[src/rtl/cfg_seq.sv]
module cfg_seq #(
  parameter int PC_W  = 6,
  parameter int IDX_W = 4,
  parameter int XW    = 40,
  parameter int MW    = 24,
  parameter int PW    = 32,
  parameter int NFLAG = 4,
  localparam int FS_W = $clog2(NFLAG),
  localparam int OP_W = 2,
  localparam int IW   = OP_W + FS_W + PC_W + 3 * IDX_W,
  localparam int HW0  = (XW > MW) ? XW : MW,
  localparam int HW1  = (HW0 > PW) ? HW0 : PW,
  localparam int HW   = (HW1 > IW) ? HW1 : IW
) (
  input  logic             clk,
  input  logic             rst_n,
  input  logic             start,
  input  logic             stop,
  input  logic [NFLAG-1:0] flags,
  input  logic             host_we,
  input  logic [1:0]       host_sel,
  input  logic [PC_W-1:0]  host_addr,
  input  logic [HW-1:0]    host_wdata,
  output logic [XW-1:0]    xbar_ctrl,
  output logic [MW-1:0]    mem_ctrl,
  output logic [PW-1:0]    pu_ctrl,
  output logic             running
);
  localparam int IDEPTH = 1 << PC_W;
  localparam int CDEPTH = 1 << IDX_W;

  localparam logic [OP_W-1:0] OP_NEXT = 2'd0;
  localparam logic [OP_W-1:0] OP_JMP  = 2'd1;
  localparam logic [OP_W-1:0] OP_JC   = 2'd2;
  localparam logic [OP_W-1:0] OP_HALT = 2'd3;

  logic [IW-1:0] imem  [IDEPTH];
  logic [XW-1:0] xbank [CDEPTH];
  logic [MW-1:0] mbank [CDEPTH];
  logic [PW-1:0] pbank [CDEPTH];

  logic [PC_W-1:0] pc;
  logic [IW-1:0]   ins;
  logic [IDX_W-1:0] xi, mi, pi;
  logic [PC_W-1:0] tgt;
  logic [FS_W-1:0] fs;
  logic [OP_W-1:0] op;
  logic [PC_W-1:0] pc_inc;

  assign ins    = imem[pc];
  assign xi     = ins[0 +: IDX_W];
  assign mi     = ins[IDX_W +: IDX_W];
  assign pi     = ins[2*IDX_W +: IDX_W];
  assign tgt    = ins[3*IDX_W +: PC_W];
  assign fs     = ins[3*IDX_W+PC_W +: FS_W];
  assign op     = ins[IW-1 -: OP_W];
  assign pc_inc = pc + 1'b1;

  assign xbar_ctrl = running ? xbank[xi] : '0;
  assign mem_ctrl  = running ? mbank[mi] : '0;
  assign pu_ctrl   = running ? pbank[pi] : '0;

  always_ff @(posedge clk) begin
    if (host_we && !running) begin
      case (host_sel)
        2'd0: imem[host_addr] <= host_wdata[IW-1:0];
        2'd1: xbank[host_addr[IDX_W-1:0]] <= host_wdata[XW-1:0];
        2'd2: mbank[host_addr[IDX_W-1:0]] <= host_wdata[MW-1:0];
        default: pbank[host_addr[IDX_W-1:0]] <= host_wdata[PW-1:0];
      endcase
    end
  end

  always_ff @(posedge clk or negedge rst_n) begin
    if (!rst_n) begin
      running <= 1'b0;
      pc      <= '0;
    end else if (stop) begin
      running <= 1'b0;
    end else if (start) begin
      running <= 1'b1;
      pc      <= '0;
    end else if (running) begin
      case (op)
        OP_NEXT: pc <= pc_inc;
        OP_JMP:  pc <= tgt;
        OP_JC:   pc <= flags[fs] ? tgt : pc_inc;
        default: running <= 1'b0;
      endcase
    end
  end

  logic advance;
  assign advance = running && !start && !stop;

  assert_start_at_zero_R2: assert property (@(posedge clk) disable iff (!rst_n)
    (start && !stop) |=> (running && pc == '0));
  assert_incr_R4: assert property (@(posedge clk) disable iff (!rst_n)
    (advance && op == OP_NEXT) |=> (pc == PC_W'($past(pc) + 1'b1)));
  assert_jump_R5: assert property (@(posedge clk) disable iff (!rst_n)
    (advance && op == OP_JMP) |=> (pc == $past(tgt) && running));
  assert_cond_fall_R6: assert property (@(posedge clk) disable iff (!rst_n)
    (advance && op == OP_JC && !flags[fs]) |=> (pc == PC_W'($past(pc) + 1'b1)));
  assert_cond_take_R6: assert property (@(posedge clk) disable iff (!rst_n)
    (advance && op == OP_JC && flags[fs]) |=> (pc == $past(tgt)));
  assert_halt_R7: assert property (@(posedge clk) disable iff (!rst_n)
    (advance && op == OP_HALT) |=> !running);
  assert_stop_R8: assert property (@(posedge clk) disable iff (!rst_n)
    stop |=> !running);
  assert_hold_R8: assert property (@(posedge clk) disable iff (!rst_n)
    (!running && !start) |=> $stable(pc));
endmodule

[config.mk]
export PLATFORM = sky130hd
export DESIGN_NAME = cfg_seq
export DESIGN_NICKNAME = d
export VERILOG_FILES = /design/src/rtl/cfg_seq.sv
export SDC_FILE = /design/constraint.sdc
export NUM_CORES = 2
export LEC_CHECK = 0
export ABC_AREA = 1
export BUFFER_PORTS_ARGS = -buffer_cell sky130_fd_sc_hd__buf_2
export CAP_MARGIN = 20
export CORE_ASPECT_RATIO = 0.5
export CORE_MARGIN = 3
export CORE_UTILIZATION = 40
export DETAILED_ROUTE_END_ITERATION = 7
export PLACE_DENSITY = 0.64
export REMOVE_ABC_BUFFERS = 1
export SLEW_MARGIN = 20
export SYNTH_ARGS = -nofsm -noshare
export SYNTH_HDL_FRONTEND = slang
export SYNTH_SLANG_ARGS = --single-unit
[constraint.sdc]
create_clock -name clk -period 5 [get_ports clk]
set_input_delay 1 -clock clk [delete_from_list [all_inputs] [get_ports clk]]
set_output_delay 1 -clock clk [all_outputs]
set_load 0.03 [all_outputs]
# After elaboration in Yosys (flattened, before gate mapping)

Memory sizes are Yosys's and may differ from the RTL's.
Cells that the tools add are included.

Bits in latches: 0
Bits in registers: 7
ROM bits: 0
Input bits: 57
RAM bits: 2,944
Word-level logic and storage cells: 47
Memories kept: 4
Output and inout port bits: 97

Equal/unequal tests: 4
Magnitude comparators: 1
Divide/modulo/power cells: 0
Reduce and logical (&&, ||, !) cells: 9
Multiply operators: 0
Shifts and indexed selects: 0
Multiplexer cells: 25
Bitwise operators: 1
Add/subtract/negate cells: 1

Memories:

| name  | depth | width | read ports | clocked after Yosys merged registers in | write ports | line | text |
|---|---|---|---|---|---|---|---|
| imem  | 64    | 22    | 1          | 0                                       | 1           | 37   | `logic [IW-1:0] imem [IDEPTH];` |
| xbank | 16    | 40    | 1          | 0                                       | 1           | 38   | `logic [XW-1:0] xbank [CDEPTH];` |
| pbank | 16    | 32    | 1          | 0                                       | 1           | 40   | `logic [PW-1:0] pbank [CDEPTH];` |
| mbank | 16    | 24    | 1          | 0                                       | 1           | 39   | `logic [MW-1:0] mbank [CDEPTH];` |

Operator list:

| operator                                                              | count |
|---|---|
| 40-bit 2-to-1 mux                                                     | 1 |
| 32-bit 2-to-1 mux                                                     | 1 |
| 24-bit 2-to-1 mux                                                     | 1 |
| 6-bit 2-to-1 mux                                                      | 3 |
| 6-bit one-hot mux with 3 select lines                                 | 1 |
| 1-bit 2-to-1 mux                                                      | 17 |
| 6-bit by 1-bit adder with 6-bit output, second input constant         | 1 |
| 3-bit OR reduction                                                    | 2 |
| 2-bit by 1-bit equality test with 1-bit output, second input constant | 2 |
| 2-bit equality test, second input constant                            | 2 |
| 2-bit logical NOT                                                     | 2 |
| 4-bit nonzero test                                                    | 1 |
| 2-bit by 3-bit < comparator with 1-bit output, second input constant  | 1 |
| 3-bit AND reduction                                                   | 1 |
| 1-bit binary-select mux with 2-bit select                             | 1 |
| 2-bit nonzero test                                                    | 1 |
| 1-bit logical AND                                                     | 1 |
| 1-bit logical NOT                                                     | 1 |
| 1-bit NOT                                                             | 1 |

# Logic depth before layout (Yosys ltp)

An unclocked memory read counts as a cell.

Depth in word-level cells: 7
Gate-level depth with buffers: 25
Gate-level depth less buffers: 19

# Worst setup path after synthesis

Ideal clock, no wire load.

Kind: input port to flip-flop
Start: in host_we
End: mem xbank[0][0], enable pin
Setup time: 437 ps
Buffers on the path: 1
Slack: 1,315 ps
Arrival: 3,247 ps
Data required time: 4,563 ps
Stages on the path: 5
Path through: nand2_1 > inv_1 > nand3_1 > clkbuf_1 > nor2_1

Word-level cells in the longest chain between the ends: 3

Ends and longest elaborated chain:

| element                                | line | text |
|---|---|---|
| start: declaration                     | 20   | `input logic host_we,` |
| 1-bit logical AND                      | 64   | `if (host_we && !running) begin` |
| 1-bit 2-to-1 mux                       | 64   |  |
| 1-bit 2-to-1 mux (implied by the code) | 67   | `2'd1: xbank[host_addr[IDX_W-1:0]] <= host_wdata[XW-1:0];` |
| end: declaration                       | 38   |  |

No other way between the ends.

# Final worst setup path

Start: reg pc[0]
End: out pu_ctrl[14]

Word-level cells in the longest chain between the ends: 3

Ends and longest elaborated chain:

| element                  | line | text |
|---|---|---|
| start: declaration       | 42   | `logic [PC_W-1:0] pc;` |
| start signal: assignment | 85   | `OP_NEXT: pc <= pc_inc;` |
| start signal: assignment | 86   | `OP_JMP: pc <= tgt;` |
| start signal: assignment | 87   | `OP_JC: pc <= flags[fs] ? tgt : pc_inc;` |
| memory 64 x 22 bit       | --   |  |
| memory 16 x 32 bit       | --   |  |
| 32-bit 2-to-1 mux        | 61   | `assign pu_ctrl = running ? pbank[pi] : '0;` |
| end: declaration         | 26   | `output logic [PW-1:0] pu_ctrl,` |

No other way between the ends.

==> flow_summary.yaml <==
sta:
  maxSlewHeadroom_pct: 18.5
  rsz0062_at_grt: "yes"
  tightest_slew_ps: 1220
  finalMaxSlewViolations: 0
  hold_viol_final: 0
  fin_crit_sh_pct: 106
  skew_ps: 32.9
  fin_setup_tns_ps: -18930
  fin_crit_ps: 5280
  finalSetupViolations: 96
  fmax_mhz: 189
  layout_setup_ws_ps: -281
global_routing:
  antenna_found_initial: 14
  grt_pass1_vias: 78300
  grt_overflow: 0
  grt_use_total_pct: 23.0
  grt_pass1_wl_mm: 532
  grt_max_degree: 99
power_and_ir_drop:
  netSwitchingPower_uw: 37500
  pwr-share-comb_pct: 48.7
  p_int_uw: 55700
  swShare_pct: 40.2
  p_leak_uw: 0.0505
  ir_drop_mv: 0.465
  clkPwrFrac_pct: 22.0
  powerDensity_nw_per_um2: 648
  power_frac_seq_pct: 29.4
synthesis:
  seq_area_frac_synth_pct: 73.9
  yosysTopAreaCell: "edfxtp_1"
  netlist_instances: 9917
  synth_area_per_cell_um2: 12.1
  synth_area_um2: 120000
  synth-seq-cells: 2951
  yosys-top-cells-area: "edfxtp_1 74%, nand3_1 11%, nand2_1 6.5%"
  synth.distinct_cells: 37
  yosysWarnings: 0
  netlist.area_leader.share_pct: 73.7
floorplan:
  start_util_pct: 40.4
  fp.dieW_um: 780
  core_um2: 297000
  rows: 141
  dieArea_um2: 307000
  die_h_um: 393
  pin_count: 154
hold_path:
  min_path_type: "in -> reg"
placed_design:
  post_dp_cell_area_um2: 128000
  dp.cells: 13800
  numPortBuffers: 153
  post-dp-hpwl_mm: 190
  gp_congestion: 0.848
  dp_slack_ps: -156
final_layout:
  fin_nets: 10400
  stdcell_area_um2: 144000
  multi_input_area_um2: 30000
  syn_to_final_growth_pct: 19.9
  drive_gt1_share_pct: 16.0
  fill_cells: 25300
  fin_util_pct: 48.4
  seqCellArea_um2: 88600
  fin_cells: 14500
cts:
  htreeDepth: 5
  cts.clk_slew.worst_paths_ps: 70
  cts_tree: "yes"
  cts-root-buf: "clkbuf_16"
  clockBufferDepth: 4
  cts_made_buffers: 282
  clock_latency_ps: 860
  clock-sinks: 2951
route:
  antenna_left: 0
  vias: 83800
  wire_per_inst_um: 25.5
  drc: 0
  drt_pass1_iterations: 8
  initialDrtViolationCount: 11900
  post_drt_via_cell_ratio: 5.76
  finalWirelength_mm: 370
status:
  status: "complete, but fails checks"
  violations: "setup timing"
worst_setup_path:
  rr_worst_depth: 22
  reg2reg_from: "pc[0]"
  crit_type: "reg -> out"
  rrSetupSlack_ps: 450
  startpoint: "pc[0]"
  crit_fanout: 8
  endpoint: "pu_ctrl[14]"
  cp.arrival_ps: 4280
  cp-start-kind: "flop"
  required_ps: 4000
  endpoint_kind: "primary output"
  rr_endpoint: "pc[0]"
flow_run:
  maxCapViolations: 0
## cells in the final DEF, fill, tap and decap left out, types with 37 or more instances in the layout
cell and instances:
nor2_1 724, buf_6 102, o21ai_0 283, nor2_2 158
o22ai_1 50, nand3_2 138, buf_4 380, clkinv_1 64
edfxtp_1 2944, nand3_1 2366, buf_2 38, buf_16 95
nor2_4 79, a21oi_1 140, nand2_2 40, clkbuf_1 65
clkbuf_16 321, bufbuf_16 37, clkinv_2 40, o21ai_1 74
buf_12 112, nand2_1 2032
## per-stage QoR
step	hold slack [ps]	power, µW
2_1_floorplan	704	46800
3_3_place_gp	816	61600
3_5_place_dp	808	62000
4_1_cts	343	90400
5_1_grt	359	97200
6_report	403	93200
## layer usage
| layer | GRT usage, % | wire, µm | vias up |
|---|---|---|---|
| met2 | 37.0 | 172000 | 4960 |
| met1 | 31.9 | 146000 | 41500 |
| met4 | 8.40 | 14100 | 2 |
| li1 | - | - | 36600 |
| met5 | 0 | 15 | - |
| met3 | 3.54 | 38400 | 740 |
## worst min-delay path by stage
stage | startpoint | end | slack [ps] | cells past startpoint
3_5_place_dp | running | running | 810 | 4
3_3_place_gp | running | running | 820 | 4
6_report | stop | running | 400 | 2
4_1_cts | stop | running | 340 | 2
5_1_grt | stop | running | 360 | 2
2_1_floorplan | rst_n | pc[0] | 700 | 0
## synthesized netlist by cell type (all sizes together)
| cell type | count |
|---|---|
| inv | 38 |
| a21oi | 147 |
| nor3 | 9 |
| nand3 | 2521 |
| o21bai | 1 |
| a31oi | 6 |
| o221ai | 12 |
| o211ai | 21 |
| or2 | 22 |
| dfrtp | 7 |
| clkinv | 2 |
| a21boi | 12 |
| o21ai | 360 |
| o22ai | 50 |
| nand4 | 9 |
| nand2 | 2088 |
| buf | 529 |
| o31ai | 1 |
| nor2 | 961 |
| clkbuf | 167 |
| o32ai | 2 |
| xor2 | 3 |
| edfxtp | 2944 |
| ha | 5 |
## logic make-up after synthesis
logic type,count (synthesis),share of synthesized area (%)
AO/OA/AOI/OAI,612,2.73
buffers and inverters,736,3.03
flip-flops,2951,73.9
adder cells (fa/ha/maj),5,0.0522
XOR/XNOR,3,0.0219
AND/OR/NAND/NOR,5610,20.3
## registers in the layout (all words and copies together) (netlist names)
register / cells
mbank: 384
pc: 6
pbank: 512
imem: 1408
running: 1
xbank: 640
## worst max-delay path, stage by stage, from the launching register on
cell       delay (ps)
dfrtp_4           460
buf_6             120
buf_16            180
buf_16            170
buf_12            140
nand2_1            50
a21boi_1          120
o211ai_1          320
nand3_1           190
nand3_4           250
buf_12            170
buf_12            160
buf_16            180
clkbuf_16         180
nand3_2            60
nand3_1            90
nand2_1            60
nor2_2            130
nor2_4             70
nor2_4            140
buf_6             150
## power groups by stage
stage          Sequential, µW  Combinational (µW)  Clock [µW]
6_report                27400               45400       20500
5_1_grt                 27300               48300       21600
4_1_cts                 27300               42500       20600
3_5_place_dp            27900               34100           0
3_3_place_gp            27900               33800           0
2_1_floorplan           28300               18500           0
## what timing repair did
item,CTS,global route
gates cloned,88,34
hold endpoints to repair,5,0
pin swaps,74,142
resized for setup,594,225
setup endpoints to repair,96,96
hold buffers,1,0
buffers inserted,97,29
## area by class of cell
| type | instances | share of cell area, % |
|---|---|---|
| clock buffers | 356 | 5.24 |
| well taps | 4004 | 3.49 |
| diodes | 6 | 0.0104 |
| clock inverters | 134 | 0.672 |
| multi-input cells | 6234 | 20.9 |
| inverters | 40 | 0.198 |
| flip-flops and latches | 2951 | 61.6 |
| repair inverters | 5 | 0.0435 |
| repair buffers | 816 | 7.86 |
Note: power is estimated with default switching activity, not from simulation.
